## src/rtl/psd_pkg.sv

```systemverilog
package psd_pkg;
  localparam int unsigned STG_W    = 4;  // 2**STG_W prescaler stages of 2/3
  localparam int unsigned P_W      = 7;
  localparam int unsigned S_W      = 6;
  localparam int unsigned P_PROG_W = P_W - 2;
  typedef enum logic {BAND_LO = 1'b0, BAND_HI = 1'b1} band_e;
endpackage

```

## src/rtl/psd_prescaler.sv

```systemverilog
module psd_prescaler #(
  parameter int unsigned STG_W = psd_pkg::STG_W
) (
  input  logic clk_i,
  input  logic rst_ni,
  input  logic band_i,
  input  logic mod_i,
  output logic tick_o
);
  logic [STG_W-1:0] stg_q;
  logic [1:0]       cell_q;
  logic             last_stg, div3, cell_end;

  assign last_stg = &stg_q;
  // low band: one divide-by-3 when mod low; high band: one divide-by-2 when mod high
  assign div3     = band_i ? ~(last_stg & mod_i) : (last_stg & ~mod_i);
  assign cell_end = div3 ? (cell_q == 2'd2) : (cell_q == 2'd1);
  assign tick_o   = cell_end & last_stg;

  always_ff @(posedge clk_i or negedge rst_ni) begin
    if (!rst_ni) begin
      stg_q  <= '0;
      cell_q <= '0;
    end else if (cell_end) begin
      cell_q <= '0;
      stg_q  <= stg_q + 1'b1;
    end else begin
      cell_q <= cell_q + 1'b1;
    end
  end
endmodule

```

## src/rtl/psd_prog_ctr.sv

```systemverilog
module psd_prog_ctr #(
  parameter int unsigned P_W = psd_pkg::P_W
) (
  input  logic           clk_i,
  input  logic           rst_ni,
  input  logic           tick_i,
  input  logic [P_W-1:0] load_i,
  output logic           reload_o,
  output logic [P_W-1:0] cnt_o
);
  logic [P_W-1:0] cnt_q;

  assign reload_o = tick_i && (cnt_q == P_W'(1));
  assign cnt_o    = cnt_q;

  always_ff @(posedge clk_i or negedge rst_ni) begin
    if (!rst_ni)       cnt_q <= P_W'(1);
    else if (reload_o) cnt_q <= load_i;
    else if (tick_i)   cnt_q <= cnt_q - 1'b1;
  end
endmodule

```

## src/rtl/psd_swallow_ctr.sv

```systemverilog
module psd_swallow_ctr #(
  parameter int unsigned S_W = psd_pkg::S_W
) (
  input  logic           clk_i,
  input  logic           rst_ni,
  input  logic           tick_i,
  input  logic           reload_i,
  input  logic [S_W-1:0] load_i,
  output logic [S_W-1:0] cnt_o,
  output logic           mod_o
);
  logic [S_W-1:0] cnt_q;
  logic           mod_q;

  assign cnt_o = cnt_q;
  assign mod_o = mod_q;

  always_ff @(posedge clk_i or negedge rst_ni) begin
    if (!rst_ni) begin
      cnt_q <= '0;
      mod_q <= 1'b1;
    end else if (reload_i) begin
      cnt_q <= load_i;
      mod_q <= (load_i == '0);
    end else if (tick_i && !mod_q) begin
      cnt_q <= cnt_q - 1'b1;
      if (cnt_q == S_W'(1)) mod_q <= 1'b1;
    end
  end
endmodule

```

## src/rtl/pulse_swallow_div.sv

```systemverilog
module pulse_swallow_div #(
  parameter int unsigned STG_W = psd_pkg::STG_W,
  parameter int unsigned P_W   = psd_pkg::P_W,
  parameter int unsigned S_W   = psd_pkg::S_W,
  localparam int unsigned PP_W = P_W - 2
) (
  input  logic            clk_i,
  input  logic            rst_ni,
  input  logic            sel_i,
  input  logic [PP_W-1:0] p_prog_i,
  input  logic [S_W-1:0]  s_prog_i,
  output logic            pulse_o,
  output logic            mod_o
);
  logic           sel_q, pulse_q, pre_tick, reload, mod_q;
  logic [P_W-1:0] p_load, p_cnt;
  logic [S_W-1:0] s_load, s_cnt;

  // top P bit fixed high, next bit follows band select
  assign p_load = {1'b1, sel_i, p_prog_i};

  // top S bit only usable in the high band
  generate
    if (S_W > 1) begin : g_s_mask
      assign s_load = {sel_i & s_prog_i[S_W-1], s_prog_i[S_W-2:0]};
    end else begin : g_s_plain
      assign s_load = s_prog_i;
    end
  endgenerate

  psd_prescaler #(.STG_W(STG_W)) u_pre (
    .clk_i(clk_i), .rst_ni(rst_ni), .band_i(sel_q), .mod_i(mod_q), .tick_o(pre_tick)
  );

  psd_prog_ctr #(.P_W(P_W)) u_pctr (
    .clk_i(clk_i), .rst_ni(rst_ni), .tick_i(pre_tick), .load_i(p_load),
    .reload_o(reload), .cnt_o(p_cnt)
  );

  psd_swallow_ctr #(.S_W(S_W)) u_sctr (
    .clk_i(clk_i), .rst_ni(rst_ni), .tick_i(pre_tick), .reload_i(reload),
    .load_i(s_load), .cnt_o(s_cnt), .mod_o(mod_q)
  );

  always_ff @(posedge clk_i or negedge rst_ni) begin
    if (!rst_ni) begin
      sel_q   <= psd_pkg::BAND_LO;
      pulse_q <= 1'b0;
    end else begin
      pulse_q <= reload;
      if (reload) sel_q <= sel_i;
    end
  end

  assign pulse_o = pulse_q;
  assign mod_o   = mod_q;
endmodule

```

## config.mk

```make
export PLATFORM = sky130hd
export DESIGN_NAME = pulse_swallow_div
export DESIGN_NICKNAME = d
export VERILOG_FILES = /design/src/rtl/psd_pkg.sv /design/src/rtl/psd_prescaler.sv /design/src/rtl/psd_prog_ctr.sv /design/src/rtl/psd_swallow_ctr.sv /design/src/rtl/pulse_swallow_div.sv
export SDC_FILE = /design/constraint.sdc
export NUM_CORES = 1
export LEC_CHECK = 0
export ABC_AREA = 1
export BUFFER_PORTS_ARGS = -buffer_cell sky130_fd_sc_hd__buf_2
export CORE_UTILIZATION = 57
export DETAILED_ROUTE_END_ITERATION = 10
export PLACE_DENSITY = 0.77
export SYNTH_ARGS = -nofsm -noshare
export SYNTH_HDL_FRONTEND = slang
export SYNTH_SLANG_ARGS = --single-unit
export TNS_END_PERCENT = 10
```

## constraint.sdc

```tcl
create_clock -name clk_i -period 2.4 [get_ports clk_i]
set_clock_uncertainty 0.05 [all_clocks]
set_input_delay 0.48 -clock clk_i [delete_from_list [all_inputs] [get_ports clk_i]]
set_output_delay 0.48 -clock clk_i [all_outputs]
set_load 0.005 [all_outputs]
```

## After elaboration in Yosys (flattened, before gate mapping)

Cells that the tools add are included.

| operators by class | value |
|---|---|
| $add $sub $neg | 4 |
| equality and inequality tests | 4 |
| muxes and demuxes | 10 |
| bitwise operators | 6 |
| reductions and logical operators | 9 |

Operator list:

| cell | number |
|---|---|
| 7-bit two-way mux | 2 |
| 6-bit two-way mux | 2 |
| 7-bit by 1-bit equality test with 1-bit output, second input constant | 1 |
| 7-bit by 1-bit subtractor with 7-bit output, second input constant | 1 |
| 6-bit by 1-bit equality test with 1-bit output, second input constant | 1 |
| 6-bit logical NOT | 1 |
| 2-bit nonzero test | 3 |
| 6-bit by 1-bit subtractor with 6-bit output, second input constant | 1 |
| 1-bit two-way mux | 5 |
| 4-bit by 1-bit adder with 4-bit output, second input constant | 1 |
| 1-bit AND | 4 |
| 4-bit AND reduction | 1 |
| 2-bit by 1-bit adder with 2-bit output, second input constant | 1 |
| 2-bit by 1-bit equality test with 1-bit output, second input constant | 1 |
| 2-bit equality test, second input constant | 1 |
| 1-bit logical AND | 2 |
| 2-bit two-way mux | 1 |
| 1-bit inverter | 2 |
| 2-bit AND reduction | 1 |
| 1-bit logical NOT | 1 |

| word-level totals | value |
|---|---|
| register bits | 22 |
| output and inout port bits | 2 |
| word-level logic and storage cells | 40 |

## Longest topological paths before layout

Gate-level depths: netlist of run 1.

| depth | value |
|---|---|
| depth after elaboration | 9 |
| mapped depth | 11 |
| gate-level depth less buffers | 10 |

## Cells and area by module

A second synthesis of run 1 with hierarchy kept.

| unflattened totals | value |
|---|---|
| cells, all modules | 196 |
| area, all modules | 1433.9 um^2 |

By module, submodules not included:

| module | instances | cells each | area an instance (um^2) |
|---|---|---|---|
| psd_prog_ctr | 1 | 81 | 533.0 |
| psd_swallow_ctr | 1 | 68 | 471.7 |
| psd_prescaler | 1 | 38 | 352.8 |
| pulse_swallow_div | 1 | 9 | 76.3 |

## Worst setup path after synthesis of run 1

No wires, ideal clock.

| timing path | value |
|---|---|
| kind | register -> register |
| start point | reg u_pctr.cnt_q[0] (netlist: u_pctr.cnt_o[0]) |
| end point | reg u_pctr.cnt_q[3] (netlist: u_pctr.cnt_o[3]) |
| library setup time | 0.130 ns |
| arrival time | 1.565 ns |
| data required time | 2.220 ns |
| path slack | 0.655 ns |
| cell stages (with the launch flop) | 9 |
| path buffers | 1 |
| period minus slack after synthesis | 1.745 ns |
| cells stage by stage | dfstp_2 ha_1 nand2_1 nor3_2 buf_4 inv_2 or2_0 o211ai_1 o21ai_0 |

| on the way | value |
|---|---|
| cells in the longest elaborated chain, start to end | 3 |
| elaborated cells on any way between the ends | 6 |
| those cells by class | add/sub: 1; eq/ne: 1; mux: 2; reduce/logical: 2 |

RTL lines:

| element | RTL line | text |
|---|---|---|
| start: declaration | psd_prog_ctr.sv:11 | `logic [P_W-1:0] cnt_q;` |
| start signal: assignment | psd_prog_ctr.sv:18 | `else if (reload_o) cnt_q <= load_i;` |
| start signal: assignment | psd_prog_ctr.sv:19 | `else if (tick_i) cnt_q <= cnt_q - 1'b1;` |
| 7-bit by 1-bit subtractor with 7-bit output / 7-bit by 1-bit equality test with 1-bit output (equally long branches) | psd_prog_ctr.sv:19, psd_prog_ctr.sv:13 |  |
| 7-bit two-way mux / 1-bit logical AND (equally long branches) | psd_prog_ctr.sv:19, psd_prog_ctr.sv:13 |  |
| 7-bit two-way mux / 2-bit nonzero test (equally long branches) | - |  |

Several ways; a longest one is shown, not always the timed one. The select of a mux whose other input is x is not followed.
A chain may end at the register's enable or synchronous reset.

## Worst setup path in the final report of run 1

| timing path | value |
|---|---|
| start point | reg u_pctr.cnt_q[0] (netlist: u_pctr.cnt_o[0]) |
| end point | reg u_sctr.cnt_q[1] (netlist: u_sctr.cnt_o[1]) |

| on the way | value |
|---|---|
| cells in the longest elaborated chain, start to end | 3 |
| elaborated cells on any way between the ends | 4 |
| those cells by class | eq/ne: 1; mux: 1; reduce/logical: 2 |

RTL lines:

| element | RTL line | text |
|---|---|---|
| 7-bit by 1-bit equality test with 1-bit output (*) | psd_prog_ctr.sv:13 | `assign reload_o = tick_i && (cnt_q == P_W'(1));` |
| 1-bit logical AND (*) | psd_prog_ctr.sv:13 |  |
| named net reload | pulse_swallow_div.sv:15 | `logic sel_q, pulse_q, pre_tick, reload, mod_q;` |
| 6-bit two-way mux / 2-bit nonzero test (equally long branches) | - |  |
| end signal: assignment | psd_swallow_ctr.sv:23 | `cnt_q <= load_i;` |
| end signal: assignment | psd_swallow_ctr.sv:26 | `cnt_q <= cnt_q - 1'b1;` |
| end: declaration | psd_swallow_ctr.sv:12 | `logic [S_W-1:0] cnt_q;` |

The timed path passes the listed nets; every way through them passes the cells marked *.

==> out/qor.csv, run 1 <==
metric,value,unit
vias,1265,
largest net degree at the start of global routing,23,
measured slew at the worst slew-check pin,489,ps
busiest grt layer,met2,
NetSw,126,µW
vias per inst,5.57,
CTS buffer count,3,
filler instances,194,
first-pass GRT wire length,5.01,mm
Cell variety after synth,29,
Core Area,2300,µm²
Pwr per Cell Area,381,nW/µm²
top cell family by delay on the critical path,simple AND/OR/NAND/NOR gates,
Worst slew margin,67.4,%
Worst EP required,2560,ps
design area,1570,µm²
Post-CTS Setup Bufs,0,
endpoints failing hold,0,
Seq pwr share,62.0,%
Buf/Inv on CP,2,
post-route ant nets,0,
grt met3 use,2.63,%
GR met2 Demand/Resource,42.3,%
CP startpoint,u_pctr.cnt_o[0]$_DFFE_PN1P_,
most frequent CP cell,nand2_1,
post-synthesis cell count,180,
crit end category,register,
switching share of power,21.1,%
leakage,0.766,nW
"Setup violations, final",0,
Final Util,68.4,%
Die H,52.1,µm
Post-synth EDFFs,0,
GRT overflow,0,
post-cts repair resize count,0,
Worst Path Arrival,2100,ps
Rows,17,
internal power,472,µW
reg-to-reg startpoint,u_pctr.cnt_o[0]$_DFFE_PN1P_,
status,"finished, final reports clean",
Fin Setup TNS,0,ps
Worst path slowest cell,dfstp_2,
Clk network pwr share,34.4,%
Detailed Route WL,2.85,mm
share of cells above drive strength 1,23.1,%
f_max,517,MHz
RSZ-0062 raised after global routing,no,
pre-CTS setup slack,493,ps
Inserted Diodes,0,
worst-path cell chain,ha_1 -> nand2_1 -> nor3_2 -> buf_4 -> nand4_4 -> inv_2 -> nand2_1 -> nand2_1 -> nand2_1,
Die W,52.1,µm
startpoint types,register,
dpl hpwl,2.25,mm
Total Nets Final,219,
CTS tree,done,
hold slack,67.1,ps
min Tclk post-route,1930,ps
# IOs,16,
Synthesis Warnings,0,
DR pass1 iterations,4,
Area Overhead vs Synth,9.98,%
cell area after synthesis,1430,µm²
Multi-input gate area,744,µm²
"Clk pin slew, worst setup/hold paths",130,ps
Syn Nets,199,
Setup WS post-layout,467,ps
Root Driver,clkbuf_4,
max cap viols,0,
total track usage,25.3,%
die footprint,2710,µm²
CP Class,register to register,
Worst-Skew Late Latency,300,ps
Max H-tree Level,1,
Bufs on Longest Clock Path,2,
Async SR Flop Fraction,100,%
Worst Hold Class,input pin to async pin,
Max stage delay on crit path,560,ps
Area after DPL,1540,µm²
placed insts,223,
Buffers on Ports,15,
"flops & latches, synth",22,
Worst VDD drop,235,µV
initial antenna violation count,0,
hold buffers post-CTS,0,
routability cong.,0.897,
Reg area,553,µm²
DR DRC count,0,
DRT iter0 DRCs,34,
met1 Use GR,33.2,%
DR WL/cell,12.6,µm
Tcrit/Tclk final,80.6,%
"Seq/Total Area, Yosys",38.7,%
Slew Limit Fails,0,
number of global-route vias before repair,1205,
Power Total,598,µW
Non-Filler Instances,227,
Mean Syn Cell Area,7.94,µm²
Combinational Power Share,3.6,%
CTS sink count,22,
Initial Util,62.2,%
"Top FF cell, synth",dfrtp_1,
CP max FO,16,
==> power by group through the flow <==
stage               Combinational [mW]  Sequential (mW)  Clock (mW)
floorplan                      0.00233            0.378           0
global placement                0.0219            0.378           0
detailed placement              0.0223            0.378           0
CTS                             0.0223            0.371       0.209
global route                    0.0247            0.371       0.223
finish                          0.0215            0.371       0.206
==> flip-flops by register name, indices dropped and copies added (netlist names) <==
signal / flops
u_pctr.cnt_o: 7
u_sctr.cnt_o: 6
u_pre.stg_q: 4
u_pre.cell_q: 2
pulse_o: 1
sel_q: 1
u_sctr.mod_o: 1
==> routing by layer <==
metal	share of wire (%)	wire [µm]	vias to the layer above
li1	-	-	625
met1	45	1290	611
met2	50	1410	27
met3	4.5	127	2
met4	0.60	17	0
met5	0	0	-
==> cell families (layout without fill, tap and decap cells) <==
family          Yosys count  after routing  synth area share (%)
simple gates             93             93                  35.4
buf+inv                  32             51                  9.19
flops                    22             22                  38.7
compound gates           20             20                  7.44
xor+xnor                  8              8                  4.90
fa+ha+maj                 5              5                  4.38
==> cell type report <==
class                   count  area share (%)
flip-flops and latches     22            35.2
well taps                  28            2.23
clock buffers               4            2.31
inverters                  30            7.17
multi-input cells         126            47.4
repair buffers             17            5.73
==> worst paths after layout <==
check                                                    to  slack, ps  cells after the start
worst max-delay path            u_sctr.cnt_o[1]$_DFFE_PN0P_        470                      9
worst min-delay path             u_pre.stg_q[3]$_DFFE_PN0N_         70                      1
worst max register to register  u_sctr.cnt_o[1]$_DFFE_PN0P_        470                      9
worst min register to register  u_pctr.cnt_o[6]$_DFFE_PN0P_        460                      2
max in group asynchronous       u_pctr.cnt_o[0]$_DFFE_PN1P_       1880                      1
min in group clk_i              u_sctr.cnt_o[0]$_DFFE_PN0P_        350                      3
==> synth_stat cells, types with 2 or more instances <==
cell	instances	share of area [%]
o21ai_0	12	4.2
xor2_1	5	3.1
nand4_1	8	3.5
ha_1	5	4.4
a21oi_1	4	1.4
nand3_1	17	6.0
o21ai_1	2	0.70
nand2_1	40	11
inv_1	23	6.0
nor2_4	2	1.6
inv_2	7	1.8
nor2_1	9	2.4
xnor2_1	3	1.8
nand3_2	4	2.8
nor3_1	3	1.1
dfstp_2	2	3.7
nand2_2	2	0.88
dfrtp_1	20	35
nand2_4	2	1.6
==> cells in the final DEF, fill, tap and decap left out, types with 2 or more instances in the layout <==
master	instances
nand2_1	40
inv_1	23
dfrtp_1	20
nand3_1	17
buf_2	15
o21ai_0	12
nor2_1	9
nand4_1	8
inv_2	7
xor2_1	5
ha_1	5
nand3_2	4
a21oi_1	4
nor3_1	3
xnor2_1	3
clkbuf_4	3
nand2_2	2
nand2_4	2
nor2_4	2
o21ai_1	2
buf_4	2
dfstp_2	2
Note: power is estimated with default switching activity, not from simulation.
==> run 2: changes to the inputs <==
clock period = 1.9 ns   (was 2.4 ns; I/O delays follow)
==> run 2 against run 1 <==
Critical path depth is 1 higher. Die area stayed put. Critical endpoint is now u_sctr.cnt_o[3]$_DFFE_PN0P_. Total power is 44% higher. Highest routed layer unchanged.
==> out/qor.csv, run 2 (synthesis results as in run 1) <==
metric,value,unit,change
Die W,52.1,µm,unchanged
post-route ant nets,0,,unchanged
Inserted Diodes,0,,unchanged
Bufs on Longest Clock Path,2,,unchanged
DR WL/cell,12.9,µm,+2.5%
number of global-route vias before repair,1242,,+3.1%
most frequent CP cell,nand2_1,,
Worst VDD drop,652,µV,+180%
Core Area,2300,µm²,unchanged
Worst path slowest cell,dfrtp_1,,
f_max,564,MHz,+9.0%
Worst slew margin,67.4,%,about the same
CP startpoint,u_pre.stg_q[0]$_DFFE_PN0N_,,
Power Total,858,µW,+44%
CTS sink count,22,,unchanged
first-pass GRT wire length,5.23,mm,+4.4%
largest net degree at the start of global routing,23,,unchanged
Rows,17,,unchanged
"commonest non-fill, non-tap cell in the layout",nand2_1,,
Area Overhead vs Synth,14.9,%,
Pwr per Cell Area,523,nW/µm²,+37%
Multi-input gate area,768,µm²,+3.2%
DR DRC count,0,,unchanged
length of routed met2 wiring,1.43,mm,+1.1%
top layer in use,met4,,
Detailed Route WL,2.95,mm,+3.4%
vias per inst,5.52,,-1.0%
Max stage delay on crit path,450,ps,-110 ps
Tcrit/Tclk final,93.3,%,+13 points
Buffers on Ports,15,,unchanged
"Setup violations, final",0,,unchanged
top cell family by delay on the critical path,simple AND/OR/NAND/NOR gates,,
GRT overflow,0,,unchanged
RSZ-0062 raised after global routing,no,,
reg-to-reg startpoint,u_pre.stg_q[0]$_DFFE_PN0N_,,
leakage,0.801,nW,+4.7%
filler instances,178,,-8.2%
routability cong.,0.862,,-3.9%
Worst-Skew Late Latency,320,ps,+20 ps
Slew Limit Fails,0,,unchanged
Buf/Inv on CP,1,,-1
Final Util,71.5,%,+3.1 points
startpoint types,register,,
Worst EP required,2100,ps,-460 ps
placed insts,224,,+0.45%
Initial Util,62.2,%,unchanged
most frequent cells in the layout,"nand2_1, inv_1, dfrtp_1, nand3_1, buf_2",,
initial antenna violation count,0,,unchanged
CP Class,register to register,,
max cap viols,0,,unchanged
die footprint,2710,µm²,unchanged
Fin Setup TNS,0,ps,unchanged
Die H,52.1,µm,unchanged
worst-path cell chain,ha_4 -> nand3_4 -> nand2_2 -> nand3_2 -> nand2_4 -> nand4_4 -> buf_12 -> nand2_1 -> nand3_1 -> nand2_1,,
status,"finished, final reports clean",,
Reg area,553,µm²,unchanged
Non-Filler Instances,229,,+0.88%
DR pass1 iterations,4,,unchanged
hold slack,241,ps,+174 ps
dpl hpwl,2.25,mm,about the same
Post-CTS Setup Bufs,0,,unchanged
measured slew at the worst slew-check pin,489,ps,+0.179 ps
share of cells above drive strength 1,24.4,%,+1.3 points
Worst Hold Class,input pin to register,,
max FFs per register,7,,unchanged
vias,1263,,-0.16%
DRT iter0 DRCs,32,,-5.9%
metal1 wirelength,1.29,mm,-0.31%
CTS buffer count,3,,unchanged
endpoints failing hold,0,,unchanged
# IOs,16,,unchanged
Total Nets Final,221,,+0.91%
crit end category,register,,
CTS tree,done,,
Worst Path Arrival,1980,ps,-120 ps
CP max FO,11,,-5
total track usage,26.6,%,+1.3 points
met3 wire length,151,µm,+19%
"Clk pin slew, worst setup/hold paths",130,ps,about the same
Root Driver,clkbuf_4,,
hold path startpoint,s_prog_i[4],,
min Tclk post-route,1770,ps,-160 ps
Max H-tree Level,1,,unchanged
==> run 2: what timing repair did <==
action / CTS / global route
endpoints found under the setup margin: 0 / 13
resized for setup: 0 / 4
endpoints found under the hold margin: 20 / 0
hold buffers: 1 / 0
==> run 2: layer usage <==
layer	vias to the layer above	GRT usage, %
met4	0	8.56
met1	583	32.7
li1	630	-
met2	35	45.7
met3	15	5.85
met5	-	0
==> run 2: worst min-delay path, cell delays in order <==
cell     delay (ps)
buf_2            90
nand2_1          50
nand3_1          70
==> run 2: path summary, 6_finish.rpt <==
| path | endpoint | slack (ps) | cells past startpoint |
|---|---|---|---|
| setup / recovery | u_sctr.cnt_o[3]$_DFFE_PN0P_ | 130 | 10 |
| min in group asynchronous | u_pre.stg_q[2]$_DFFE_PN0N_ | 480 | 2 |
| max in group asynchronous | u_pctr.cnt_o[0]$_DFFE_PN1P_ | 950 | 2 |
| setup reg to reg | u_sctr.cnt_o[3]$_DFFE_PN0P_ | 130 | 10 |
| hold / removal | u_sctr.cnt_o[4]$_DFFE_PN0P_ | 240 | 3 |
| hold reg to reg | u_pctr.cnt_o[6]$_DFFE_PN0P_ | 470 | 2 |
==> run 2: final cells by class <==
| class | instances | share of cell area (%) |
|---|---|---|
| sequential | 22 | 33.7 |
| multi-input combinational | 126 | 46.8 |
| clock inverter | 1 | 1.83 |
| timing repair buffer | 19 | 7.32 |
| clock buffer | 3 | 1.37 |
| tap | 28 | 2.13 |
| inverter | 30 | 6.86 |
==> run 2: report_power, final <==
group          internal (mW)  switching (mW)
registers              0.468               0
clock network          0.214           0.147
logic                 0.0120          0.0170
==> run 2: stage by stage <==
| stage | worst slack, ps | instance area (µm²) |
|---|---|---|
| 2_1_floorplan | 155 | 1430 |
| 3_3_place_gp | 118 | 1560 |
| 3_5_place_dp | 24.6 | 1560 |
| 4_1_cts | 41.5 | 1620 |
| 5_1_grt | 34.9 | 1640 |
| 6_report | 127 | 1640 |
==> run 3: changes to the inputs <==
ABC_AREA = not set   (was 1)
CTS_CLUSTER_SIZE = 12   (was not set)
==> run 3 against run 2 <==
Wire length grew 6.0%. Worst setup slack worse by 19 ps. Worst hold slack better by 1.8 ps.
==> out/qor.csv, run 3 <==
metric,value,unit,change
dpl hpwl,2.23,mm,-0.78%
Synthesis Warnings,0,,unchanged
max cap viols,0,,unchanged
CTS buffer count,3,,unchanged
Mean Syn Cell Area,9.82,µm²,+24%
Post-CTS Setup Bufs,0,,unchanged
crit end category,register,,
measured slew at the worst slew-check pin,495,ps,+6.10 ps
"Clk pin slew, worst setup/hold paths",130,ps,about the same
endpoints failing hold,0,,unchanged
Bufs on Longest Clock Path,2,,unchanged
CP Class,register to register,,
"Setup violations, final",0,,unchanged
Total Nets Final,186,,-16%
most common cell in the synthesized netlist,dfrtp_1,,
# IOs,16,,unchanged
post-synth top area cell,dfrtp_1,,
Post-synth EDFFs,0,,unchanged
Detailed Route WL,3.12,mm,+6.0%
vias,1191,,-5.7%
Final Util,70.1,%,-1.3 points
f_max,558,MHz,-1.1%
CTS tree,done,,
GRT overflow,0,,unchanged
DR WL/cell,16.1,µm,+25%
Tcrit/Tclk final,94.3,%,+1.0 points
Worst EP required,2070,ps,-30 ps
Post-synth top cells,"dfrtp_1, o21ai_1, inv_1, nand2_1",,
"Seq/Total Area, Yosys",39.7,%,+0.97 points
hold path depth,3,,unchanged
pre-CTS setup slack,94.5,ps,+69.9 ps
most frequent cells in the layout,"dfrtp_1, buf_2, o21ai_1, inv_1, nand2_1",,
Max H-tree Level,1,,unchanged
vias per inst,6.14,,+11%
die footprint,2650,µm²,-2.3%
max FFs per register,7,,unchanged
DR DRC count,0,,unchanged
Slew Limit Fails,0,,unchanged
Worst slew margin,67.0,%,-0.41 points
initial antenna violation count,0,,unchanged
DR pass1 iterations,4,,unchanged
Root Driver,clkbuf_4,,
Area Overhead vs Synth,13.5,%,
Die W,51.5,µm,-1.2%
CP startpoint,u_pre.cell_q[1]$_DFF_PN0_,,
CTS sink count,22,,unchanged
Worst-Skew Late Latency,320,ps,about the same
GR met2 Demand/Resource,46.5,%,+0.81 points
share of cells above drive strength 1,27.1,%,+2.7 points
largest cells by area after synthesis,"dfrtp_1, ha_1, o21ai_1, dfstp_2, a2bb2oi_2",,
Die H,51.5,µm,-1.2%
total track usage,26.6,%,-0.072 points
Worst VDD drop,365,µV,-44%
Setup WS post-layout,108,ps,-19.1 ps
grt met3 use,3.57,%,-2.3 points
post-route ant nets,0,,unchanged
r2r worst-path depth,4,,-6
"flops & latches, synth",22,,unchanged
status,"finished, final reports clean",,
cell area after synthesis,1390,µm²,-2.5%
first-pass GRT wire length,5.22,mm,-0.13%
Core Area,2250,µm²,-1.9%
Fin Setup TNS,0,ps,unchanged
Worst Hold Class,input pin to register,,
Power Total,788,µW,-8.2%
reg-to-reg startpoint,u_pre.cell_q[1]$_DFF_PN0_,,
RSZ-0062 raised after global routing,no,,
met1 Use GR,33.0,%,+0.24 points
"Top FF cell, synth",dfrtp_1,,
Pwr per Cell Area,498,nW/µm²,-4.7%
min Tclk post-route,1790,ps,+19.1 ps
Rows,17,,unchanged
largest net degree at the start of global routing,23,,unchanged
hold path startpoint,p_prog_i[1],,
Inserted Diodes,0,,unchanged
Async SR Flop Fraction,100,%,unchanged
Buffers on Ports,15,,unchanged
Syn Nets,161,,-19%
CP max FO,7,,-4
number of global-route vias before repair,1168,,-6.0%
routability cong.,0.813,,-5.7%
post-synthesis cell count,142,,-21%
leakage,0.683,nW,-15%
DRT iter0 DRCs,19,,-41%
Worst Path Arrival,1970,ps,about the same
startpoint types,register,,
Cell variety after synth,48,,+66%
busiest grt layer,met2,,
"commonest non-fill, non-tap cell in the layout",dfrtp_1,,
Initial Util,61.8,%,-0.38 points
post-synth top area share,35.9,%,+0.88 points
filler instances,179,,+0.56%
## run 3: cell types whose count changed after synthesis, moves of 4 or more
cell / delta
nand3_1: -11
nand2_1: -30
o22ai_1: +4
inv_2: -7
o21ai_0: -11
o21ai_1: +9
inv_1: -13
o2bb2ai_1: +4
nand4_1: -8
## run 3: cells by family after synthesis
family / after synthesis / share of synthesized area [%]
buffers and inverters: 14 / 4.94
multiplexers: 5 / 3.95
AO/OA/AOI/OAI: 49 / 27.0
XOR/XNOR: 3 / 1.89
adder cells (fa/ha/maj): 5 / 4.49
flip-flops: 22 / 39.7
AND/OR/NAND/NOR: 44 / 18.0
## run 3: metrics by stage
stage	cell area (µm²)	hold slack, ps	cells
2_1_floorplan	1390	34.4	142
3_3_place_gp	1530	320	189
3_5_place_dp	1530	324	189
4_1_cts	1580	242	194
5_1_grt	1580	265	194
6_report	1580	243	194
## run 3: area by class of cell
cell class	count	area, µm²	area share, %
sequential	22	553	35.0
multi-input combinational	106	774	49.0
tap	28	35.0	2.22
inverter	10	37.5	2.37
clock buffer	4	36.3	2.29
timing repair buffer	24	145	9.18
## run 3: path summary, 6_finish.rpt
path / to / slack [ps]
setup / recovery: sel_q$_DFFE_PN0P_ / 110
min in group asynchronous: u_sctr.cnt_o[5]$_DFFE_PN0P_ / 480
hold / removal: u_pctr.cnt_o[1]$_DFFE_PN0P_ / 240
max in group asynchronous: u_pctr.cnt_o[0]$_DFFE_PN1P_ / 960
hold reg to reg: u_pctr.cnt_o[6]$_DFFE_PN0P_ / 460
setup reg to reg: sel_q$_DFFE_PN0P_ / 110
## run 3: repair_timing
item,CTS,global route
hold endpoints to repair,20,0
hold buffers,1,0
setup endpoints to repair,0,4
resized for setup,0,1
## run 3: report_power, final
part / internal [mW] / switching (mW) / leakage (nW)
clock: 0.117 / 0.159 / 0.0210
combinational: 0.0164 / 0.0205 / 0.394
sequential: 0.472 / 0.00317 / 0.268
total: 0.605 / 0.183 / 0.683
## run 3: critical path, stage by stage, from the launching register on
cell	delay [ps]
dfrtp_1	450
or3b_4	440
a21o_4	270
nor2_4	150
mux2_1	330
## run 3: per-layer routing
metal / vias up / wire length [µm]
met5: - / 0
met4: 0 / 40
met3: 5 / 111
met2: 27 / 1600
met1: 582 / 1370
li1: 577 / -
